==> src/rtl/inhibit_sync_pkg.sv <==
`timescale 1ns/1ps
package inhibit_sync_pkg;

  typedef enum logic {
    SCHED_FREE   = 1'b0,
    SCHED_LOCKED = 1'b1
  } sched_mode_e;

  // A measured high width counts as a sync strobe inside the closed window.
  function automatic logic width_is_strobe(input int unsigned width,
                                           input int unsigned lo,
                                           input int unsigned hi);
    return (width >= lo) && (width <= hi);
  endfunction

  // Period the watchdog allows before it issues a trigger itself.
  function automatic int unsigned pick_limit(input logic        locked,
                                             input logic        fast,
                                             input int unsigned free_t,
                                             input int unsigned slow_t,
                                             input int unsigned fast_t);
    if (!locked) return free_t;
    return fast ? fast_t : slow_t;
  endfunction

  function automatic int unsigned max3(input int unsigned a,
                                       input int unsigned b,
                                       input int unsigned c);
    int unsigned m;
    m = (a > b) ? a : b;
    return (m > c) ? m : c;
  endfunction

endpackage

==> src/rtl/strobe_tick_gen.sv <==
`timescale 1ns/1ps
module strobe_tick_gen #(
  parameter int unsigned TICK_DIV = 5
) (
  input  logic clk,
  input  logic rst_n,
  output logic tick_o
);
  localparam int unsigned DW = (TICK_DIV > 1) ? $clog2(TICK_DIV) : 1;

  logic [DW-1:0] div_q;

  assign tick_o = (div_q == DW'(TICK_DIV - 1));

  always_ff @(posedge clk or negedge rst_n) begin
    if (!rst_n)      div_q <= '0;
    else if (tick_o) div_q <= '0;
    else             div_q <= div_q + 1'b1;
  end
endmodule

==> src/rtl/strobe_width_sorter.sv <==
`timescale 1ns/1ps
module strobe_width_sorter
  import inhibit_sync_pkg::*;
#(
  parameter int unsigned STROBE_MIN_TICKS = 1,
  parameter int unsigned STROBE_MAX_TICKS = 35000,
  parameter int unsigned INHIBIT_TICKS    = 120000
) (
  input  logic clk,
  input  logic rst_n,
  input  logic pin_i,
  input  logic tick_i,
  output logic strobe_o,
  output logic inhibit_o,
  output logic hist_clear_o
);
  localparam int unsigned HW = $clog2(INHIBIT_TICKS + 1);

  logic          meta_q, lvl_q, prev_q;
  logic [HW-1:0] high_q;
  logic          fall_w, at_cap_w, cap_hit_w;
  logic          inh_q, clr_q;

  // Two-flop synchronizer plus one delay stage for edge detection.
  always_ff @(posedge clk or negedge rst_n) begin
    if (!rst_n) begin
      meta_q <= 1'b0;
      lvl_q  <= 1'b0;
      prev_q <= 1'b0;
    end else begin
      meta_q <= pin_i;
      lvl_q  <= meta_q;
      prev_q <= lvl_q;
    end
  end

  assign fall_w    = prev_q & ~lvl_q;
  assign at_cap_w  = (high_q == HW'(INHIBIT_TICKS));
  assign cap_hit_w = lvl_q && tick_i && (high_q == HW'(INHIBIT_TICKS - 1));
  assign strobe_o  = fall_w &&
                     width_is_strobe(32'(high_q), STROBE_MIN_TICKS, STROBE_MAX_TICKS);

  // High-width counter in ticks, saturating at the inhibit threshold.
  always_ff @(posedge clk or negedge rst_n) begin
    if (!rst_n)                   high_q <= '0;
    else if (!lvl_q)              high_q <= '0;
    else if (tick_i && !at_cap_w) high_q <= high_q + 1'b1;
  end

  always_ff @(posedge clk or negedge rst_n) begin
    if (!rst_n) begin
      inh_q <= 1'b0;
      clr_q <= 1'b0;
    end else begin
      clr_q <= cap_hit_w;
      inh_q <= lvl_q && (at_cap_w || cap_hit_w);
    end
  end

  assign inhibit_o    = inh_q;
  assign hist_clear_o = clr_q;
endmodule

==> src/rtl/sample_watchdog.sv <==
`timescale 1ns/1ps
module sample_watchdog
  import inhibit_sync_pkg::*;
#(
  parameter int unsigned FREE_RUN_TICKS  = 170000000,
  parameter int unsigned SYNC_SLOW_TICKS = 187000000,
  parameter int unsigned SYNC_FAST_TICKS = 94000000
) (
  input  logic clk,
  input  logic rst_n,
  input  logic tick_i,
  input  logic strobe_i,
  input  logic fast_i,
  output logic fire_o,
  output logic expire_o,
  output logic locked_o
);
  localparam int unsigned MAX_LIM = max3(FREE_RUN_TICKS, SYNC_SLOW_TICKS, SYNC_FAST_TICKS);
  localparam int unsigned WW      = $clog2(MAX_LIM + 1);

  sched_mode_e   mode_q;
  logic [WW-1:0] wd_q;
  int unsigned   limit_w;
  logic          trig_w;
  logic          fire_q;

  always_comb begin
    limit_w  = pick_limit(mode_q == SCHED_LOCKED, fast_i,
                          FREE_RUN_TICKS, SYNC_SLOW_TICKS, SYNC_FAST_TICKS);
    expire_o = tick_i && (wd_q >= WW'(limit_w - 1));
    trig_w   = strobe_i || expire_o;
  end

  always_ff @(posedge clk or negedge rst_n) begin
    if (!rst_n) begin
      wd_q   <= '0;
      mode_q <= SCHED_FREE;
      fire_q <= 1'b0;
    end else begin
      fire_q <= trig_w;
      if (trig_w)      wd_q <= '0;
      else if (tick_i) wd_q <= wd_q + 1'b1;
      if (strobe_i)      mode_q <= SCHED_LOCKED;
      else if (expire_o) mode_q <= SCHED_FREE;
    end
  end

  assign fire_o   = fire_q;
  assign locked_o = (mode_q == SCHED_LOCKED);
endmodule

==> src/rtl/inhibit_sync_sched.sv <==
`timescale 1ns/1ps
module inhibit_sync_sched #(
  parameter int unsigned TICK_DIV         = 5,
  parameter int unsigned STROBE_MIN_TICKS = 1,
  parameter int unsigned STROBE_MAX_TICKS = 35000,
  parameter int unsigned INHIBIT_TICKS    = 120000,
  parameter int unsigned FREE_RUN_TICKS   = 170000000,
  parameter int unsigned SYNC_SLOW_TICKS  = 187000000,
  parameter int unsigned SYNC_FAST_TICKS  = 94000000
) (
  input  logic clk,
  input  logic rst_n,
  input  logic inh_pin_i,
  input  logic rate_fast_i,
  output logic sample_fire_o,
  output logic inhibit_o,
  output logic hist_clear_o
);
  // Internal events brought out by name for the checker.
  logic tick_w;
  logic strobe_w;
  logic expire_w;
  logic locked_w;

  strobe_tick_gen #(.TICK_DIV(TICK_DIV)) u_tick (
    .clk    (clk),
    .rst_n  (rst_n),
    .tick_o (tick_w)
  );

  strobe_width_sorter #(
    .STROBE_MIN_TICKS (STROBE_MIN_TICKS),
    .STROBE_MAX_TICKS (STROBE_MAX_TICKS),
    .INHIBIT_TICKS    (INHIBIT_TICKS)
  ) u_sorter (
    .clk          (clk),
    .rst_n        (rst_n),
    .pin_i        (inh_pin_i),
    .tick_i       (tick_w),
    .strobe_o     (strobe_w),
    .inhibit_o    (inhibit_o),
    .hist_clear_o (hist_clear_o)
  );

  sample_watchdog #(
    .FREE_RUN_TICKS  (FREE_RUN_TICKS),
    .SYNC_SLOW_TICKS (SYNC_SLOW_TICKS),
    .SYNC_FAST_TICKS (SYNC_FAST_TICKS)
  ) u_wd (
    .clk      (clk),
    .rst_n    (rst_n),
    .tick_i   (tick_w),
    .strobe_i (strobe_w),
    .fast_i   (rate_fast_i),
    .fire_o   (sample_fire_o),
    .expire_o (expire_w),
    .locked_o (locked_w)
  );
endmodule

==> config.mk <==
export PLATFORM = sky130hd
export DESIGN_NAME = inhibit_sync_sched
export DESIGN_NICKNAME = d
export VERILOG_FILES = /design/src/rtl/inhibit_sync_pkg.sv /design/src/rtl/strobe_tick_gen.sv /design/src/rtl/strobe_width_sorter.sv /design/src/rtl/sample_watchdog.sv /design/src/rtl/inhibit_sync_sched.sv
export SDC_FILE = /design/constraint.sdc
export NUM_CORES = 1
export LEC_CHECK = 0
export ABC_AREA = 1
export CAP_MARGIN = 20
export CORE_MARGIN = 8
export CORE_UTILIZATION = 40
export DETAILED_ROUTE_END_ITERATION = 10
export DONT_BUFFER_PORTS = 1
export SYNTH_ARGS = -nofsm -noshare
export SYNTH_HDL_FRONTEND = slang
export SYNTH_SLANG_ARGS = --single-unit
==> constraint.sdc <==
create_clock -name clk -period 2.9 [get_ports clk]
set_clock_uncertainty 0.2 [all_clocks]
set_input_delay 0.58 -clock clk [delete_from_list [all_inputs] [get_ports clk]]
set_output_delay 0.58 -clock clk [all_outputs]
set_load 0.02 [all_outputs]
-- After elaboration in Yosys (flattened, before gate mapping)
Index checks and enable logic that the tools add are counted.
- flip-flop bits (word level): 55
- word-level logic and storage cells: 44
- bitwise gates (word level): 2
- reduce and logical (&&, ||, !) cells: 12
- equal/unequal tests: 4
- muxes and demuxes: 9
- add/subtract/negate cells: 4
- $lt $le $gt $ge: 3
- operator list (kind ; number):
    $mux 28 ; 4
    $eq 17x17->1 const B ; 2
    $mux 17 ; 2
    $add 28x1->28 const B ; 1
    $ge 28x28->1 ; 1
    $sub 28x1->28 const B ; 1
    $add 17x1->17 const B ; 1
    $ge 17x1->1 const B ; 1
    $le 17x16->1 const B ; 1
    $logic_and 1x1->1 ; 7
    $reduce_bool 2->1 ; 2
    $add 3x1->3 const B ; 1
    $eq 3x3->1 const B ; 1
    $mux 3 ; 1
    $logic_or 1x1->1 ; 2
    $mux 1 ; 2
    $ne 2x2->1 const B ; 1
    $and 1x1->1 ; 1
    $logic_not 1->1 ; 1
    $not 1->1 ; 1

-- Longest topological paths before layout
- word-level depth: 7
- gate-level depth with buffers: 18
- depth with buffers taken out: 17

-- By module
From an unflattened synthesis, not the netlist that was laid out.
- cells, all modules: 535
- area total of the unflattened synthesis: 3807.4 µm²
- by module, submodules not included (module ; instances ; area each (µm²) ; cells each):
    sample_watchdog ; 1 ; 2207.1 ; 308
    strobe_width_sorter ; 1 ; 1458.9 ; 213
    strobe_tick_gen ; 1 ; 141.4 ; 14

-- Least setup slack after synthesis
OpenSTA, ideal clock, no wires.
- kind: input-to-reg
- from: input rate_fast_i
- to: register u_wd.wd_q[11]
- data required time: 2.583 ns
- path buffers: 1
- path slack: 0.615 ns
- stages: 15
- arrival time: 1.967 ns
- path through: inv_2 > nand2_2 > ha_1 > nand2_1 > nor2_1 > nand2_1 > nor2_2 > nand2_1 > nor2_1 > nand2_2 > a21oi_2 > nor2_4 > buf_6 > nand3_1 > nand2_1
- longest elaborated chain between the ends: 7
- elaborated cells on any way between the ends: 8
- ends and longest elaborated chain (element ; line ; RTL):
    from (decl) ; inhibit_sync_sched.sv:14 ; input logic rate_fast_i,
    $mux 28 * (2 in series) ; inhibit_sync_pkg.sv:23 ; return fast ? fast_t : slow_t;
    $sub 28x1->28 * ; sample_watchdog.sv:30 ; expire_o = tick_i && (wd_q >= WW'(limit_w - 1));
    $ge 28x28->1 * ; sample_watchdog.sv:30 ;
    $logic_and 1x1->1 * ; sample_watchdog.sv:30 ;
    $logic_or 1x1->1 * ; sample_watchdog.sv:31 ; trig_w = strobe_i || expire_o;
    $mux 28 or $reduce_bool 2->1 (tied branches) ; n/a ;
    to (signal assigned) ; sample_watchdog.sv:42 ; else if (tick_i) wd_q <= wd_q + 1'b1;
    to (decl) ; sample_watchdog.sv:22 ; logic [WW-1:0] wd_q;
Mark *: on every way between the ends. The rest lies on a longest branch, timed or not.
A chain may end at the register's enable or synchronous reset.

-- Final worst setup path
- from: register u_wd.mode_q (netlist: u_wd.locked_o)
- to: register u_wd.wd_q[15]
- longest elaborated chain between the ends: 6
- elaborated cells on any way between the ends: 7
- ends and longest elaborated chain (element ; line ; RTL):
    from (decl) ; sample_watchdog.sv:21 ; sched_mode_e mode_q;
    from (signal assigned) ; sample_watchdog.sv:37 ; mode_q <= SCHED_FREE;
    from (signal assigned) ; sample_watchdog.sv:43 ; if (strobe_i) mode_q <= SCHED_LOCKED;
    from (signal assigned) ; sample_watchdog.sv:44 ; else if (expire_o) mode_q <= SCHED_FREE;
    $mux 28 * ; inhibit_sync_pkg.sv:23 ;
    $sub 28x1->28 * ; sample_watchdog.sv:30 ;
    $ge 28x28->1 * ; sample_watchdog.sv:30 ;
    $logic_and 1x1->1 * ; sample_watchdog.sv:30 ;
    $logic_or 1x1->1 * ; sample_watchdog.sv:31 ;
    $mux 28 or $reduce_bool 2->1 (tied branches) ; n/a ;
Marks and branches as above.

==> impl_metrics.toml <==
[run_status]
status = "finished clean"

[timing]
setup_slack_ns = 0.266
tns_ns = 0
setup_viol = 0
fmax_mhz = 380
min_period_ns = 2.63
fin_crit_sh = 0.908
max_slew_margin = 0.689
rsz0062_at_grt = "false"
worstMarginPinSlew_ns = 0.466
hold_viol = 0
maxSlewViolCount = 0

[worst_setup_path]
cp_num_cells = 15
cp_cell_sequence = "nand2_4, ha_1, nand2_1, nor2_1, nand2_1, nor2_2, nand2_1, nor2_1, nand2_2, clkinv_1, nand2_1, nand2_1, nand2_2, nand2_4, nor2_1"
crit_family = "simple AND/OR/NAND/NOR gates"
crit_buf_inv = 1
crit_start = "u_wd.locked_o$_DFFE_PN0P_"
crit_slowest_cell = "dfrtp_1"
critPathArrivalTime_ns = 2.64
cp-end-kind = "flop"
cpPeakStageDelay_ns = 0.58
cp_max_fo = 13
r2r_start = "u_wd.locked_o$_DFFE_PN0P_"
ff2ff_path_depth = 15
path_common_cell = "nand2_1"
cp.required_ns = 2.91
start_kind = "flop"
path_class = "flop to flop"

[global_routing]
antenna_found_initial = 0
use_met2 = 0.263
grt_pass1_wl_um = 17200
grt_overflow = 0
use_met3 = 0.0264
busiest_layer = "met2"
grt.met1_usage = 0.204
grt_pass1_vias = 3637
grt_max_degree = 56
grtUsageTotal = 0.159

[placement]
numPlacedInstances = 723
hpwl_um = 7490
place_area_mm2 = 0.00415
portBuffers = 0
gp_congestion = 0.919
dpl_worst_slack_ns = 0.311

[floorplanning]
ioPinCount = 7
start_util = 0.413
rows = 36
die_h_um = 117
die_area_mm2 = 0.0136
die_w_um = 117
core_area_mm2 = 0.00982

[logic_synthesis]
syn_avg_cell_area_um2 = 6.75
synth_cell_types = 34
ys_warn_count = 0
seq_area_frac_synth = 0.339
ys_ff_latch = 55
syn_area_mm2 = 0.00406
synthCells = 601
synth_nets = 623

[final_layout]
area_growth_pct = 6.04
final_common_cell = "nand2_1"
drive_gt1_frac = 0.0750
nets = 621
diodes = 0
most-common-layout-cells = "nand2_1 (179), inv_1 (86), nor2_1 (72)"
final_area_mm2 = 0.00430
n_fill_cell = 1066
fin_cells = 733

[cts]
cts_tree = "done"
clkSinkCount = 55
root_buffer = "clkbuf_8"
cts_resized = 0
clock_path_buffers = 2
h-tree-depth = 2
clk_pin_slew_ns = 0.11
numCtsBuffers = 5
clock_latency_ns = 0.33

[detailed_routing]
avgViaCountPerCell = 4.99
routed_wl_um = 9910
drc = 0
num_vias = 3660
ant_nets = 0
dr.pass1.iters = 4
routedWlPerCell_um = 13.5
drtIter0Drc = 252

[min_path]
hold_depth = 0
hp-class = "input pin to flop"
min_from = "inh_pin_i"

[power_and_ir_drop]
leakagePower_nw = 2.21
total_power_w = 0.00191
cellPowerDensity_mw_per_mm2 = 444
ir_drop_v = 0.000203

[job]
maxCapViolations = 0
## Yosys cell counts
cell      count  area (um2)
nor3b_4       1        18.8
and3_1        1        6.26
nor2b_4       1        13.8
clkinv_1      1        3.75
xor2_1       16         140
buf_2         7        35.0
buf_12        1        20.0
o21ai_0      10        50.1
o31ai_1       6        45.0
nand4_1       8        50.1
dfrtp_1      55        1380
nor2_2        9        56.3
ha_1         18         225
clkbuf_1      2        7.51
o21ai_2       1        8.76
xnor2_1       6        52.6
a21oi_2       1        8.76
nor3_1       21         105
o21bai_1      1        7.51
buf_4         2        15.0
nand3_1      63         315
and2_1        1        6.26
nand2_1     179         672
a21oi_1       9        45.0
nand2_2       7        43.8
inv_1        86         323
inv_2         4        15.0
a31oi_1       1        6.26
nand2_4       3        33.8
nor2_1       72         270
buf_6         1        11.3
nor2_4        1        11.3
nor3_2        1        10.0
nand3_2       5        50.1
## kinds of logic after synthesis
kind of cell,after synthesis,share of synthesized area
and+or+nand+nor,373,0.410
adders and majority gates,18,0.0555
buffers and inverters,104,0.106
DFF,55,0.339
AOI/OAI and AO/OA,29,0.0422
xor gates and xnor gates,22,0.0475
## final timing paths
check                                                  to  slack, ns
max                             u_wd.wd_q[15]$_DFFE_PN0P_       0.27
min                             u_sorter.meta_q$_DFF_PN0_       0.07
max reg2reg                     u_wd.wd_q[15]$_DFFE_PN0P_       0.27
min reg2reg                      u_sorter.lvl_q$_DFF_PN0_       0.18
max in group asynchronous       u_wd.wd_q[19]$_DFFE_PN0P_       1.67
min in group asynchronous  u_sorter.high_q[5]$_DFFE_PN0P_       0.57
## flip-flops by register name, indices dropped and copies added (netlist names)
register,cells
u_wd.wd_q,28
u_sorter.high_q,17
u_tick.div_q,3
u_sorter.hist_clear_o,1
u_sorter.inhibit_o,1
u_sorter.lvl_q,1
u_sorter.meta_q,1
u_sorter.prev_q,1
u_wd.fire_o,1
u_wd.locked_o,1
## report_power, final
| part | switching, W | internal (W) |
|---|---|---|
| Combinational | 0.000259 | 0.000162 |
| Sequential | 0.000111 | 0.000839 |
| Clock | 0.000279 | 0.000261 |
## stage by stage
step | hold slack, ns | utilization
final | 0.0713 | 0.438
after CTS | 0.0575 | 0.438
after global routing | 0.0453 | 0.438
after global placement | 0.0862 | 0.423
after floorplan | 0.0844 | -
after detailed placement | 0.0861 | 0.423
## worst register-to-register path: stages (launching register included)
cell,delay (ns)
dfrtp_1,0.58
nand2_4,0.20
ha_1,0.35
nand2_1,0.06
nor2_1,0.14
nand2_1,0.08
nor2_2,0.13
nand2_1,0.06
nor2_1,0.12
nand2_2,0.08
clkinv_1,0.05
nand2_1,0.04
nand2_1,0.06
nand2_2,0.07
nand2_4,0.20
nor2_1,0.09
## area by class of cell
class / count / area [um2] / share of cell area
Timing Repair Buffer: 4 / 52.6 / 0.0122
Multi-Input combinational cell: 442 / 2250 / 0.523
Inverter: 91 / 342 / 0.0794
Clock inverter: 3 / 46.3 / 0.0108
Sequential cell: 55 / 1380 / 0.320
Tap cell: 133 / 166 / 0.0387
Clock buffer: 5 / 68.8 / 0.0160
## timing repair
item                       4_1_cts  5_1_grt
setup endpoints to repair        0        0
buffers inserted                 0        0
hold endpoints to repair        55        0
hold buffers                     2        0
## per-layer routing
layer	vias to the layer above	wire, um
li1	1870	-
met2	56	4570
met3	11	337
met1	1723	4860
met5	-	0
met4	0	140
No activity file was read; power rests on OpenSTA's default activity.
